[src/rtl/adc_rd_pkg.sv]
package adc_rd_pkg;
  localparam int unsigned N_CH_DEF  = 3;
  localparam int unsigned WIDTH_DEF = 16;
  localparam int unsigned HALF_DEF  = 4;
endpackage

[src/rtl/adc_sync2.sv]
module adc_sync2 #(
  parameter int unsigned W = 1
) (
  input  logic         clk_i,
  input  logic         rst_ni,
  input  logic [W-1:0] d_i,
  input  logic [W-1:0] rst_val_i,
  output logic [W-1:0] q_o
);
  logic [W-1:0] meta_q, sync_q;

  always_ff @(posedge clk_i or negedge rst_ni) begin
    if (!rst_ni) begin
      meta_q <= rst_val_i;
      sync_q <= rst_val_i;
    end else begin
      meta_q <= d_i;
      sync_q <= meta_q;
    end
  end

  assign q_o = sync_q;
endmodule

[src/rtl/adc_sclk_gen.sv]
module adc_sclk_gen #(
  parameter int unsigned HALF_DIV = 4
) (
  input  logic clk_i,
  input  logic rst_ni,
  output logic sclk_o,
  output logic smp_o
);
  localparam int unsigned CW = (HALF_DIV > 2) ? $clog2(HALF_DIV) : 1;
  localparam logic [CW-1:0] LAST = CW'(HALF_DIV - 1);

  logic [CW-1:0] cnt_q;
  logic          sclk_q;

  always_ff @(posedge clk_i or negedge rst_ni) begin
    if (!rst_ni) begin
      cnt_q  <= '0;
      sclk_q <= 1'b0;
    end else if (cnt_q == LAST) begin
      cnt_q  <= '0;
      sclk_q <= ~sclk_q;
    end else begin
      cnt_q  <= cnt_q + 1'b1;
    end
  end

  // sample on last cycle of the high phase
  assign smp_o  = sclk_q && (cnt_q == LAST);
  assign sclk_o = sclk_q;

  a_r2_phase_len: assert property (@(posedge clk_i) disable iff (!rst_ni)
    (cnt_q != LAST) |=> $stable(sclk_q));
endmodule

[src/rtl/adc_chan_rx.sv]
module adc_chan_rx #(
  parameter int unsigned WIDTH = 16
) (
  input  logic             clk_i,
  input  logic             rst_ni,
  input  logic             smp_i,
  input  logic             eoc_n_i,
  input  logic             dat_i,
  output logic [WIDTH-1:0] word_o,
  output logic             valid_o
);
  localparam int unsigned BW = $clog2(WIDTH + 1);
  localparam logic [BW-1:0] LAST_BIT = BW'(WIDTH - 1);

  logic             busy_q, eoc_prev_q, valid_q;
  logic [BW-1:0]    bit_q;
  logic [WIDTH-1:0] shr_q, word_q;
  logic [WIDTH-1:0] shr_nxt;

  assign shr_nxt = {shr_q[WIDTH-2:0], dat_i};

  always_ff @(posedge clk_i or negedge rst_ni) begin
    if (!rst_ni) begin
      busy_q     <= 1'b0;
      eoc_prev_q <= 1'b0; // low at reset: a held-low line cannot start a frame
      valid_q    <= 1'b0;
      bit_q      <= '0;
      shr_q      <= '0;
      word_q     <= '0;
    end else begin
      valid_q <= 1'b0;
      if (smp_i) begin
        eoc_prev_q <= eoc_n_i;
        if (eoc_n_i) begin
          busy_q <= 1'b0;       // abandon any partial frame
        end else if (busy_q) begin
          shr_q <= shr_nxt;
          bit_q <= bit_q + 1'b1;
          if (bit_q == LAST_BIT) begin
            busy_q  <= 1'b0;
            word_q  <= shr_nxt;
            valid_q <= 1'b1;
          end
        end else if (eoc_prev_q) begin
          busy_q <= 1'b1;
          shr_q  <= shr_nxt;
          bit_q  <= BW'(1);
        end
      end
    end
  end

  assign word_o  = word_q;
  assign valid_o = valid_q;

  a_r4_bit_bound: assert property (@(posedge clk_i) disable iff (!rst_ni)
    busy_q |-> (bit_q <= LAST_BIT));
  a_r5_one_cycle: assert property (@(posedge clk_i) disable iff (!rst_ni)
    valid_q |=> !valid_q);
  a_r6_word_hold: assert property (@(posedge clk_i) disable iff (!rst_ni)
    !$stable(word_q) |-> valid_q);
  a_r7_abort: assert property (@(posedge clk_i) disable iff (!rst_ni)
    (smp_i && eoc_n_i) |=> (!busy_q && !valid_q));
  a_r3_start_edge: assert property (@(posedge clk_i) disable iff (!rst_ni)
    $rose(busy_q) |-> $past(eoc_prev_q));
endmodule

[src/rtl/adc_eoc_reader.sv]
module adc_eoc_reader
  import adc_rd_pkg::*;
#(
  parameter int unsigned N_CH     = N_CH_DEF,
  parameter int unsigned WIDTH    = WIDTH_DEF,
  parameter int unsigned HALF_DIV = HALF_DEF
) (
  input  logic                  clk_i,
  input  logic                  rst_ni,
  input  logic [N_CH-1:0]       eoc_ni,
  input  logic [N_CH-1:0]       sdata_i,
  output logic                  sclk_o,
  output logic [N_CH*WIDTH-1:0] word_o,
  output logic [N_CH-1:0]       valid_o
);
  localparam int unsigned SW = 2 * N_CH;

  logic [SW-1:0]   sync_d, sync_q;
  logic [N_CH-1:0] eoc_s, dat_s;
  logic            smp;

  assign sync_d = {eoc_ni, sdata_i};

  adc_sync2 #(.W(SW)) u_sync (
    .clk_i     (clk_i),
    .rst_ni    (rst_ni),
    .d_i       (sync_d),
    .rst_val_i ({{N_CH{1'b1}}, {N_CH{1'b0}}}),
    .q_o       (sync_q)
  );

  assign eoc_s = sync_q[SW-1:N_CH];
  assign dat_s = sync_q[N_CH-1:0];

  adc_sclk_gen #(.HALF_DIV(HALF_DIV)) u_sclk (
    .clk_i  (clk_i),
    .rst_ni (rst_ni),
    .sclk_o (sclk_o),
    .smp_o  (smp)
  );

  for (genvar c = 0; c < N_CH; c++) begin : g_ch
    adc_chan_rx #(.WIDTH(WIDTH)) u_rx (
      .clk_i   (clk_i),
      .rst_ni  (rst_ni),
      .smp_i   (smp),
      .eoc_n_i (eoc_s[c]),
      .dat_i   (dat_s[c]),
      .word_o  (word_o[c*WIDTH +: WIDTH]),
      .valid_o (valid_o[c])
    );
  end

  a_r5_valid_on_sample: assert property (@(posedge clk_i) disable iff (!rst_ni)
    (|valid_o) |-> $past(smp));
endmodule

[config.mk]
export PLATFORM = sky130hd
export DESIGN_NAME = adc_eoc_reader
export DESIGN_NICKNAME = d
export VERILOG_FILES = /design/src/rtl/adc_rd_pkg.sv /design/src/rtl/adc_sync2.sv /design/src/rtl/adc_sclk_gen.sv /design/src/rtl/adc_chan_rx.sv /design/src/rtl/adc_eoc_reader.sv
export SDC_FILE = /design/constraint.sdc
export NUM_CORES = 1
export LEC_CHECK = 0
export BUFFER_PORTS_ARGS = -buffer_cell sky130_fd_sc_hd__buf_4
export CORE_MARGIN = 5
export CORE_UTILIZATION = 45
export CTS_CLUSTER_SIZE = 30
export DETAILED_ROUTE_END_ITERATION = 10
export PLACE_DENSITY_LB_ADDON = 0.15
export SYNTH_ARGS = -nofsm -noshare
export SYNTH_HDL_FRONTEND = slang
export SYNTH_SLANG_ARGS = --single-unit
export TNS_END_PERCENT = 50
[constraint.sdc]
create_clock -name clk_i -period 3.2 [get_ports clk_i]
set_input_delay 0.32 -clock clk_i [delete_from_list [all_inputs] [get_ports clk_i]]
set_output_delay 0.32 -clock clk_i [all_outputs]
set_load 0.05 [all_outputs]
==> impl_metrics.tcl <==
set metrics [dict create \
    min_period_over_period 0.647 \
    endpoint_kind "flip-flop" \
    grtUsageTotal 0.134 \
    p_comb_frac 0.030 \
    syn_area_um2 5190 \
    swShare 0.211 \
    rows 39 \
    status "finished, final reports clean" \
    crit_family "simple AND/OR/NAND/NOR gates" \
    crit_path_top_delay_cell "ha_1" \
    min_period_ns 2.07 \
    placed_area_um2 5720 \
    drv_cap 0 \
    initial_utilization 0.457 \
    n_antenna_cell 0 \
    yosys_warnings 0 \
    slew_violations 0 \
    cp_max_fo 11 \
    areaGrowthSynthToFinish_pct 22.8 \
    syn_nets 340 \
    arrival_ns 2.36 \
    skew_ns 0.00459 \
    crit_path_end "g_ch[1].u_rx.shr_q[12]" \
    clkPwrFrac 0.509 \
    io_pins 60 \
    die_h_um 117 \
    worstRegToRegCells 5 \
    async_reset_ff_frac 1.00 \
    drt-total-wl_mm 8.25 \
    dieArea_um2 13800 \
    clkSinkCount 132 \
    path_depth 5 \
    synthTopCellsByCount "126 x dfrtp_1, 78 x mux2_2, 18 x mux2_4" \
    drc 0 \
    p_int_mw 3.01 \
    setup_tns_ns 0 \
    synth_top_area_share 0.607 \
    die_w_um 117 \
    clk_path_buf_depth 2 \
    p_switching_mw 0.805 \
    cts_setup_buffers 0 \
    cts_buffers 17 \
    grt_pass1_wl_mm 14.7 \
    grt_max_degree 120 \
    synth_seq_area_share 0.637 \
    yosys.area.top_type "dfrtp_1" \
    root_buffer "clkbuf_16" \
    drtPass1Iterations 4 \
    synth_cell_types 35 \
    critPathKind "flip-flop to flip-flop" \
    synth_area_leaders "dfrtp_1 61%, mux2_2 17%, mux2_4 5.2%" \
    synth_seq_cells 132 \
    synth_cells 325 \
    tritoncts "built" \
    ctsResizeCount 0 \
    hold_viol 0 \
    yosysMostFrequentCell "dfrtp_1" \
    p_leak_nw 3.31 \
    timing.fmax_ghz 0.483 \
    synthFlopType "dfrtp_1" \
    antenna_found_initial 0 \
    p_total_mw 3.82 \
    syn_avg_cell_area_um2 16.0 \
    tightest_slew_ns 1.06 \
    start_kind "flip-flop" \
    cp_data_required_time_ns 3.49 \
    critPathBufInv 1 \
    viasPerCell 5.01 \
    cts_max_level 4 \
    pwr_density_cell_nw_per_um2 598 \
    core_um2 11400 \
    grt_pass1_vias 3017 \
    regArea_um2 3310 \
    timing.final.ws_setup_ns 1.13 \
    n_fill_cell 908 \
    hold_class "input port to asynchronous set/reset pin" \
    hpwl_mm 5.16 \
    antenna_left 0 \
    place_ws_ns 1.14 \
    r2r_slack_ns 1.13 \
    synth-edff-count 0 \
    gp_congestion 0.698 \
    drtIter0Drc 142 \
    postLayoutCellArea_um2 6380 \
    overflow 0 \
    port_buffers 59 \
    cp_slowest_stage_delay_ns 0.46 \
    max-slew-margin-rel 0.296 \
    rsz0062_at_grt "no" \
    critPathLaunch "u_sclk.cnt_q[0]" \
    clk-insertion-delay-late_ns 0.41 \
    crit_chain "ha_1 > nand3b_1 > nor2_2 > buf_4 > mux2_2" \
    vias 2783 \
    drive_above_1_share 0.499 \
    wl_per_cell_um 14.8 \
    power.share.sequential 0.461 \
    clk_pin_slew_ns 0.06 \
    r2r_start "u_sclk.cnt_q[0]" \
    setup-violations-final 0 \
    multi_input_area_um2 1720 \
    nets 415 \
    irDropWorstVdd_v 0.000511 \
    r2r-end "g_ch[1].u_rx.shr_q[12]" \
]
[logic make-up (layout without fill, tap and decap cells)]
kind of cell,after synthesis,in the layout,synth area share
buf+inv,22,110,0.0323
mux,96,96,0.221
simple gates,44,44,0.0588
xor+xnor,1,1,0.00169
flops,132,132,0.637
compound gates,23,23,0.0320
fa+ha+maj,7,7,0.0169
[stage by stage]
stage / cells / utilization / hold slack, ns
finish: 556 / 0.561 / 0.0385
global route: 556 / 0.561 / 0.162
CTS: 556 / 0.561 / 0.122
detailed placement: 518 / 0.503 / 0.337
global placement: 518 / 0.503 / 0.334
floorplan: 325 / - / 0.0244
[how the worst min path moves through the flow]
| stage | start | endpoint | slack, ns | cells past startpoint |
|---|---|---|---|---|
| final | rst_ni | g_ch[1].u_rx.shr_q[14] | 0.04 | 1 |
| after CTS | rst_ni | g_ch[1].u_rx.word_o[6] | 0.12 | 1 |
| after detailed placement | u_sync.meta_q[1] | u_sync.q_o[1] | 0.34 | 0 |
| after floorplan | rst_ni | g_ch[0].u_rx.bit_q[0] | 0.02 | 0 |
| after global routing | rst_ni | g_ch[1].u_rx.shr_q[14] | 0.16 | 1 |
| after global placement | u_sync.meta_q[1] | u_sync.q_o[1] | 0.33 | 0 |
[area by class of cell]
cell class                      instances  share of cell area
Timing Repair Buffer                   70              0.0853
Clock buffer                           18              0.0688
Sequential cell                       132               0.519
Tap cell                              143              0.0280
Inverter                                8             0.00471
Multi-Input combinational cell        171               0.269
Clock inverter                         14              0.0253
[layout by cell type (no fill, tap or decap), types with 4 or more instances in the layout]
cell           count
dfrtp_1          126
mux2_2            78
buf_4             63
mux2_4            18
clkbuf_16         17
nand2_1            9
inv_1              8
o21ai_0            8
ha_1               7
and3_1             6
nand2b_1           6
a22o_1             6
dlygate4sd3_1      6
dfstp_2            6
clkinvlp_4         5
clkinv_2           5
nor2_1             4
[power groups by stage]
| stage | sequential, mW | clock [mW] | combinational (mW) |
|---|---|---|---|
| after floorplan | 1.78 | 0 | 0.0672 |
| after global routing | 1.77 | 2.08 | 0.131 |
| final | 1.76 | 1.94 | 0.114 |
| after global placement | 1.79 | 0 | 0.106 |
| after detailed placement | 1.79 | 0 | 0.113 |
| after CTS | 1.76 | 2.00 | 0.118 |
[timing repair]
item / 4_1_cts / 5_1_grt
endpoints found under the hold margin: 6 / 0
setup endpoints to repair: 0 / 0
hold buffers: 6 / 0
[state kept, by name, indices dropped and copies added (netlist names)]
| register | flops |
|---|---|
| g_ch.u_rx.bit_q | 15 |
| g_ch.u_rx.busy_q | 3 |
| g_ch.u_rx.eoc_prev_q | 3 |
| g_ch.u_rx.shr_q | 45 |
| g_ch.u_rx.valid_o | 3 |
| g_ch.u_rx.word_o | 48 |
| u_sclk.cnt_q | 2 |
| u_sclk.sclk_o | 1 |
| u_sync.meta_q | 6 |
| u_sync.q_o | 6 |
[per-layer routing]
| metal | track usage | wire [um] | up-vias |
|---|---|---|---|
| met1 | 0.164 | 3690 | 1420 |
| met4 | 0.0522 | 131 | 0 |
| met3 | 0.0683 | 496 | 13 |
| met5 | 0 | 0 | - |
| met2 | 0.200 | 3930 | 50 |
| li1 | - | - | 1300 |
(Power assumes the default switching activity.)
